### config.mk
export PLATFORM = sky130hd
export DESIGN_NAME = mode_watchdog
export DESIGN_NICKNAME = d
export VERILOG_FILES = /design/src/rtl/wdt_pkg.sv /design/src/rtl/wdt_mode_reg.sv /design/src/rtl/wdt_gate.sv /design/src/rtl/wdt_count.sv /design/src/rtl/mode_watchdog.sv
export SDC_FILE = /design/constraint.sdc
export NUM_CORES = 1
export LEC_CHECK = 0
export CAP_MARGIN = 25
export CORE_MARGIN = 2
export CORE_UTILIZATION = 55
export CTS_CLUSTER_SIZE = 16
export DETAILED_ROUTE_END_ITERATION = 10
export PLACE_DENSITY = 0.91
export SYNTH_ARGS = -nofsm -noshare
export SYNTH_HDL_FRONTEND = slang
export SYNTH_SLANG_ARGS = --single-unit
### constraint.sdc
create_clock -name clk -period 3.6 [get_ports clk]
set_input_delay 1.08 -clock clk [delete_from_list [all_inputs] [get_ports clk]]
set_output_delay 1.08 -clock clk [all_outputs]
set_load 0.02 [all_outputs]
### src/rtl/wdt_pkg.sv
// Shared types and helpers for the watchdog.
// Assumes the mode register is five bits, with the field positions fixed
// by software convention: src[4] stop[3] halt[2] tap[1:0].
package wdt_pkg;

    typedef struct packed {
        logic       src_ext;   // 1: external clock-pin tick, 0: RC tick
        logic       stop_run;  // count while in STOP (RC source only)
        logic       halt_run;  // count while in HALT
        logic [1:0] tap;       // timeout select
    } wdt_cfg_t;

    localparam wdt_cfg_t CFG_RESET = '{src_ext: 1'b0, stop_run: 1'b0,
                                       halt_run: 1'b1, tap: 2'b01};

    localparam logic [1:0] PERM_TAP = 2'b01;

    // Extra doublings above the base timeout for each tap code.
    function automatic int unsigned tap_shift(input logic [1:0] t);
        return (t == 2'b11) ? 4 : int'(t);
    endfunction

endpackage

### src/rtl/wdt_mode_reg.sv
// Mode register with a write window.
// The window opens for WIN_CYCLES edges after reset and after each reopen
// pulse. Writes outside the window are dropped. Only rst_n initialises the
// register, so a watchdog reset leaves it intact.
module wdt_mode_reg
    import wdt_pkg::*;
#(
    parameter int WIN_CYCLES = 60
) (
    input  logic     clk,
    input  logic     rst_n,
    input  logic     wr_en,
    input  wdt_cfg_t wr_data,
    input  logic     reopen,
    output wdt_cfg_t cfg,
    output logic     win_open
);
    localparam int WIN_W = $clog2(WIN_CYCLES + 1);
    localparam logic [WIN_W-1:0] WIN_LAST = WIN_W'(WIN_CYCLES);

    logic [WIN_W-1:0] win_cnt;

    assign win_open = (win_cnt < WIN_LAST);

    // Window age counter: cleared on reset or reopen, saturates at the limit.
    always_ff @(posedge clk) begin
        if (!rst_n)        win_cnt <= '0;
        else if (reopen)   win_cnt <= '0;
        else if (win_open) win_cnt <= win_cnt + 1'b1;
    end

    // Mode register: loaded only by in-window writes.
    always_ff @(posedge clk) begin
        if (!rst_n)                 cfg <= CFG_RESET;
        else if (wr_en && win_open) cfg <= wr_data;
    end

    // a closed window freezes the register for the next cycle.
    a_r9_locked_stable: assert property (@(posedge clk) disable iff (!rst_n)
        !win_open |=> $stable(cfg));
    // a reopen pulse makes the window visible on the next cycle.
    a_r9_reopen_visible: assert property (@(posedge clk) disable iff (!rst_n)
        reopen |=> win_open);

endmodule

### src/rtl/wdt_gate.sv
// Count qualifier.
// Resolves the effective timeout tap and whether the counter may advance in
// this cycle, from the mode register, the power state, the permanent strap
// and the selected tick source. When both are high, STOP takes precedence
// over HALT. Purely combinational.
module wdt_gate
    import wdt_pkg::*;
(
    input  wdt_cfg_t   cfg,
    input  logic       perm_en,
    input  logic       armed,
    input  logic       halt_mode,
    input  logic       stop_mode,
    input  logic       rc_tick,
    input  logic       xt_tick,
    output logic       run,
    output logic [1:0] tap_eff
);
    logic tick_sel;
    logic halt_ok;
    logic stop_ok;
    logic state_ok;

    // Effective tap and gating bits: the strap overrides the control bits.
    always_comb begin
        tick_sel = cfg.src_ext ? xt_tick : rc_tick;
        tap_eff  = perm_en ? PERM_TAP : cfg.tap;
        halt_ok  = perm_en | cfg.halt_run;
        stop_ok  = !cfg.src_ext && (perm_en | cfg.stop_run);
    end

    // Power-state qualifier and final run enable.
    always_comb begin
        if (stop_mode)      state_ok = stop_ok;
        else if (halt_mode) state_ok = halt_ok;
        else                state_ok = 1'b1;
        run = armed && tick_sel && state_ok;
    end

endmodule

### src/rtl/wdt_count.sv
// Counter chain and reset pulse generator.
// Counts qualified ticks up to the tap limit minus one, then raises a
// one-cycle reset pulse. A kick on the same edge wins over the terminal
// count. After a pulse the block disarms unless the permanent strap is set.
// Assumes perm_en changes only while rst_n is low.
module wdt_count
    import wdt_pkg::*;
#(
    parameter int BASE_LOG2 = 7,
    localparam int CNT_W = BASE_LOG2 + 4
) (
    input  logic             clk,
    input  logic             rst_n,
    input  logic             perm_en,
    input  logic             kick,
    input  logic             run,
    input  logic [1:0]       tap,
    input  logic             stop_mode,
    output logic             armed,
    output logic             fire,
    output logic [CNT_W-1:0] cnt,
    output logic             wdt_rst,
    output logic             stop_keep
);
    logic [CNT_W-1:0] lim_tab [4];
    logic [CNT_W-1:0] lim_sel;

    // Terminal value for each tap code.
    for (genvar i = 0; i < 4; i++) begin : g_lim
        assign lim_tab[i] = CNT_W'((64'd1 << (BASE_LOG2 + tap_shift(2'(i)))) - 64'd1);
    end

    // Terminal detect against the selected tap.
    always_comb begin
        lim_sel = lim_tab[tap];
        fire    = run && !kick && (cnt == lim_sel);
    end

    // Count, arm state and output pulses.
    always_ff @(posedge clk) begin
        if (!rst_n) begin
            cnt       <= '0;
            armed     <= perm_en;
            wdt_rst   <= 1'b0;
            stop_keep <= 1'b0;
        end else begin
            wdt_rst   <= fire;
            stop_keep <= fire && stop_mode;
            if (kick) begin
                armed <= 1'b1;
                cnt   <= '0;
            end else if (fire) begin
                armed <= perm_en;
                cnt   <= '0;
            end else if (run) begin
                cnt   <= cnt + 1'b1;
            end
        end
    end

    // the reset output never lasts two cycles.
    a_r4_single_pulse: assert property (@(posedge clk) disable iff (!rst_n)
        wdt_rst |=> !wdt_rst);
    // an idle watchdog cannot produce a reset.
    a_r3_idle_quiet: assert property (@(posedge clk) disable iff (!rst_n)
        !armed |=> !wdt_rst);
    // a kick always suppresses the reset on the following cycle.
    a_r5_kick_wins: assert property (@(posedge clk) disable iff (!rst_n)
        kick |=> !wdt_rst);
    // with the strap on, the watchdog stays armed.
    a_r10_perm_armed: assert property (@(posedge clk) disable iff (!rst_n)
        perm_en |-> armed);
    // the context-keep flag only accompanies a reset pulse.
    a_r11_keep_with_rst: assert property (@(posedge clk) disable iff (!rst_n)
        stop_keep |-> wdt_rst);

endmodule

### src/rtl/mode_watchdog.sv
// Mode-aware watchdog top.
// Ties the mode register, the count qualifier and the counter chain
// together. A reset pulse or a STOP wake reopens the mode register's write
// window. Assumes kick, stop_wake and cfg_we are synchronous to clk.
module mode_watchdog
    import wdt_pkg::*;
#(
    parameter int BASE_LOG2  = 7,
    parameter int WIN_CYCLES = 60
) (
    input  logic       clk,
    input  logic       rst_n,
    input  logic       perm_en,
    input  logic       rc_tick,
    input  logic       xt_tick,
    input  logic       halt_mode,
    input  logic       stop_mode,
    input  logic       stop_wake,
    input  logic       kick,
    input  logic       cfg_we,
    input  logic [4:0] cfg_wdata,
    output logic       wdt_rst,
    output logic       stop_keep,
    output logic [4:0] cfg_q,
    output logic       win_open
);
    localparam int CNT_W = BASE_LOG2 + 4;

    wdt_cfg_t         cfg;
    logic             armed;
    logic             run;
    logic             fire;
    logic [1:0]       tap_eff;
    logic [CNT_W-1:0] cnt;
    logic             reopen;

    // Window reopen sources: a terminal count or a STOP wake.
    always_comb reopen = fire | stop_wake;

    assign cfg_q = cfg;

    wdt_mode_reg #(.WIN_CYCLES(WIN_CYCLES)) u_mode (
        .clk      (clk),
        .rst_n    (rst_n),
        .wr_en    (cfg_we),
        .wr_data  (wdt_cfg_t'(cfg_wdata)),
        .reopen   (reopen),
        .cfg      (cfg),
        .win_open (win_open)
    );

    wdt_gate u_gate (
        .cfg       (cfg),
        .perm_en   (perm_en),
        .armed     (armed),
        .halt_mode (halt_mode),
        .stop_mode (stop_mode),
        .rc_tick   (rc_tick),
        .xt_tick   (xt_tick),
        .run       (run),
        .tap_eff   (tap_eff)
    );

    wdt_count #(.BASE_LOG2(BASE_LOG2)) u_count (
        .clk       (clk),
        .rst_n     (rst_n),
        .perm_en   (perm_en),
        .kick      (kick),
        .run       (run),
        .tap       (tap_eff),
        .stop_mode (stop_mode),
        .armed     (armed),
        .fire      (fire),
        .cnt       (cnt),
        .wdt_rst   (wdt_rst),
        .stop_keep (stop_keep)
    );

    // HALT with the halt bit clear freezes the count.
    a_r6_halt_hold: assert property (@(posedge clk) disable iff (!rst_n)
        (halt_mode && !stop_mode && !perm_en && !cfg.halt_run && !kick)
        |=> $stable(cnt));
    // STOP with the external source selected freezes the count.
    a_r7_ext_stop_hold: assert property (@(posedge clk) disable iff (!rst_n)
        (stop_mode && cfg.src_ext && !kick) |=> $stable(cnt));

endmodule

==> results.ini <==
[status]
outcome = complete, no violations

[clock_tree]
cts_max_path_buffers = 2
clk_latency_ns = 0.32
postCtsSetupRepairBufs = 0
clock-sinks = 25
ctsHtreeMaxLevel = 1
cts_root_buf = clkbuf_4
cts-resized-gates = 0
hold_buffers = 0
clk_pin_slew_ns = 0.14
cts_tree = done
cts_made_buffers = 3

[detailed_routing]
drc = 0
finalWirelength_microns = 2870
drt_pass1_iterations = 4
viasPerCell = 5.89
vias = 1154
drt_iter0_drc = 24
wire_per_inst_microns = 14.6
drtAntennaViolNets = 0

[global_route]
antenna_found_initial = 0
grt_max_degree = 15
grt_pass1_wl_microns = 4790
grt_pass1_vias = 1124
grt_remaining_overflow = 0
track_usage_pct = 23.5

[layout]
fin_util_pct = 69.8
fillCellCount = 176
nNetsFinal = 186
n_antenna_cell = 0
syn_to_final_growth_pct = 21.2
layout-drive-gt1-share_pct = 4.76

[run]
cap_violations = 0

[pwr]
power_density_nw_per_um2 = 313
power_leakage_uw = 0.000522
vdd_ir_drop_max_mv = 0.228

[synth]
synth_area_sq_um = 1260
synth_ff_type = dfxtp_1
synth_common_cells = dfxtp_1, nand3_1, nand2_1
synth_area_per_cell_sq_um = 8.65
ys_top_cells_by_area = dfxtp_1, nand3_1, nand2_1
ys_seq_elements = 25
yosysMostFrequentCell = dfxtp_1
yosysUniqueCellTypes = 41
ys.warnings.count = 0
yosysSeqAreaShare_pct = 40.4
synth_nets = 163
synth_edf_count = 1
synth_top_cell_area_share_pct = 38.1
synth_top_area_cell = dfxtp_1
synthArstFlopShare_pct = 0
syn_inst = 146

[critical_path]
cp.arrival_ns = 1.88
end_kind = primary output
start_kind = flip-flop
slowest_delay_ns = 0.68
worstPathBufferInverterCount = 1
critical_path.top_delay_family = buffers and inverters
critical_path_class = flip-flop to primary output
crit_path_max_fanout = 11
cpMaxStageDelayCell = clkdlybuf4s50_1
crit_required_ns = 2.52
crit_path_cell_trace = and3_1, nand2_1, clkdlybuf4s50_1

[floorplanning]
ios = 23
dieWidth_microns = 51.9
core_sq_um = 2190
die-area_sq_um = 2690
start_util_pct = 57.6
die_h_microns = 51.9
num_rows = 17

[sta]
fmax_mhz = 338
finalHoldViolCount = 0
setup_viol = 0
rsz0062_at_grt = no
fin_crit_sh_pct = 82.2
maxSlewHeadroom_pct = 67.8
setup_tns_ns = 0
tightest_slew_ns = 0.482
final_max_slew_viol_count = 0
finClkSkew_ns = 0.00244
layout_min_cycle_time_ns = 2.96

[placement]
port_buffers = 22
dp_hpwl_microns = 2190
gp_congestion = 0.845

[min_path]
hp-class = flip-flop to flip-flop

layout by cell type, fill, tap and decap left out, types with 3 or more instances in the layout:
| master | n |
|---|---|
| clkbuf_4 | 3 |
| a21boi_0 | 4 |
| clkdlybuf4s50_1 | 22 |
| nor2b_1 | 3 |
| xor2_1 | 3 |
| o21ai_0 | 4 |
| nand4_1 | 5 |
| xnor2_1 | 3 |
| o211ai_1 | 3 |
| nand3_1 | 18 |
| nor2_1 | 7 |
| or4_1 | 3 |
| dfxtp_1 | 24 |
| and3_1 | 4 |
| inv_1 | 6 |
| a21oi_1 | 7 |
| nand2_1 | 14 |
final timing paths:
kind	depth (start not counted)	slack, ns	start	to
setup / recovery	3	0.64	u_mode.win_cnt[3]	win_open
hold reg to reg	2	0.49	u_mode.win_cnt[5]	u_mode.win_cnt[1]
hold / removal	2	0.49	u_mode.win_cnt[5]	u_mode.win_cnt[1]
setup reg to reg	5	1.67	u_mode.cfg[0]	u_mode.win_cnt[4]
per-layer routing:
layer  track usage [%]  routed length (microns)  vias to the layer above
li1                  -                        -                      581
met3              2.87                      114                        5
met4              7.89                       32                        0
met5                 0                        0                        -
met1              28.6                     1240                      535
met2              42.2                     1480                       33
power by group:
| group | switching [uW] | internal, uW | leakage [uW] |
|---|---|---|---|
| Combinational | 30.9 | 30.8 | 0.000299 |
| Clock | 84.3 | 41.6 | 0.0000177 |
| Sequential | 6.70 | 285 | 0.000205 |
flip-flops by register name (all words and copies together), names as in the netlist:
signal	flops
u_count.armed	1
u_count.cnt	11
u_count.stop_keep	1
u_count.wdt_rst	1
u_mode.cfg	5
u_mode.win_cnt	6
worst min-delay path, cell delays in order, from the launching register on:
cell and delay [ns]:
dfxtp_1 0.35, nand3_1 0.07, a21oi_1 0.05
cells by family (layout without fill, tap and decap cells):
group	after synthesis	after routing	share of synthesized area, %
compound gates	32	32	19.1
xor+xnor	6	6	4.16
fa+ha+maj	2	2	1.98
buf+inv	10	32	2.97
flops	25	25	40.4
simple gates	71	71	31.3
cell type report:
class                   instances  area [sq um]  area share (%)
flip-flops and latches         25           510            33.4
multi-input cells             111           714            46.7
inverters                       6          22.5            1.47
clock buffers                   3          22.5            1.47
repair buffers                 22           220            14.4
clock inverters                 1          5.00           0.327
well taps                      28          35.0            2.29
per-stage QoR:
step,total power [uW],hold slack [ns],setup slack (ns),instances,instance area (sq um)
floorplan,327,0.457,1.20,146,1260
global placement,356,0.463,0.529,192,1500
detailed placement,359,0.477,0.398,192,1500
CTS,482,0.496,0.626,196,1530
global route,497,0.522,0.549,196,1530
finish,479,0.493,0.641,196,1530
No activity file was read; power rests on OpenSTA's default activity.
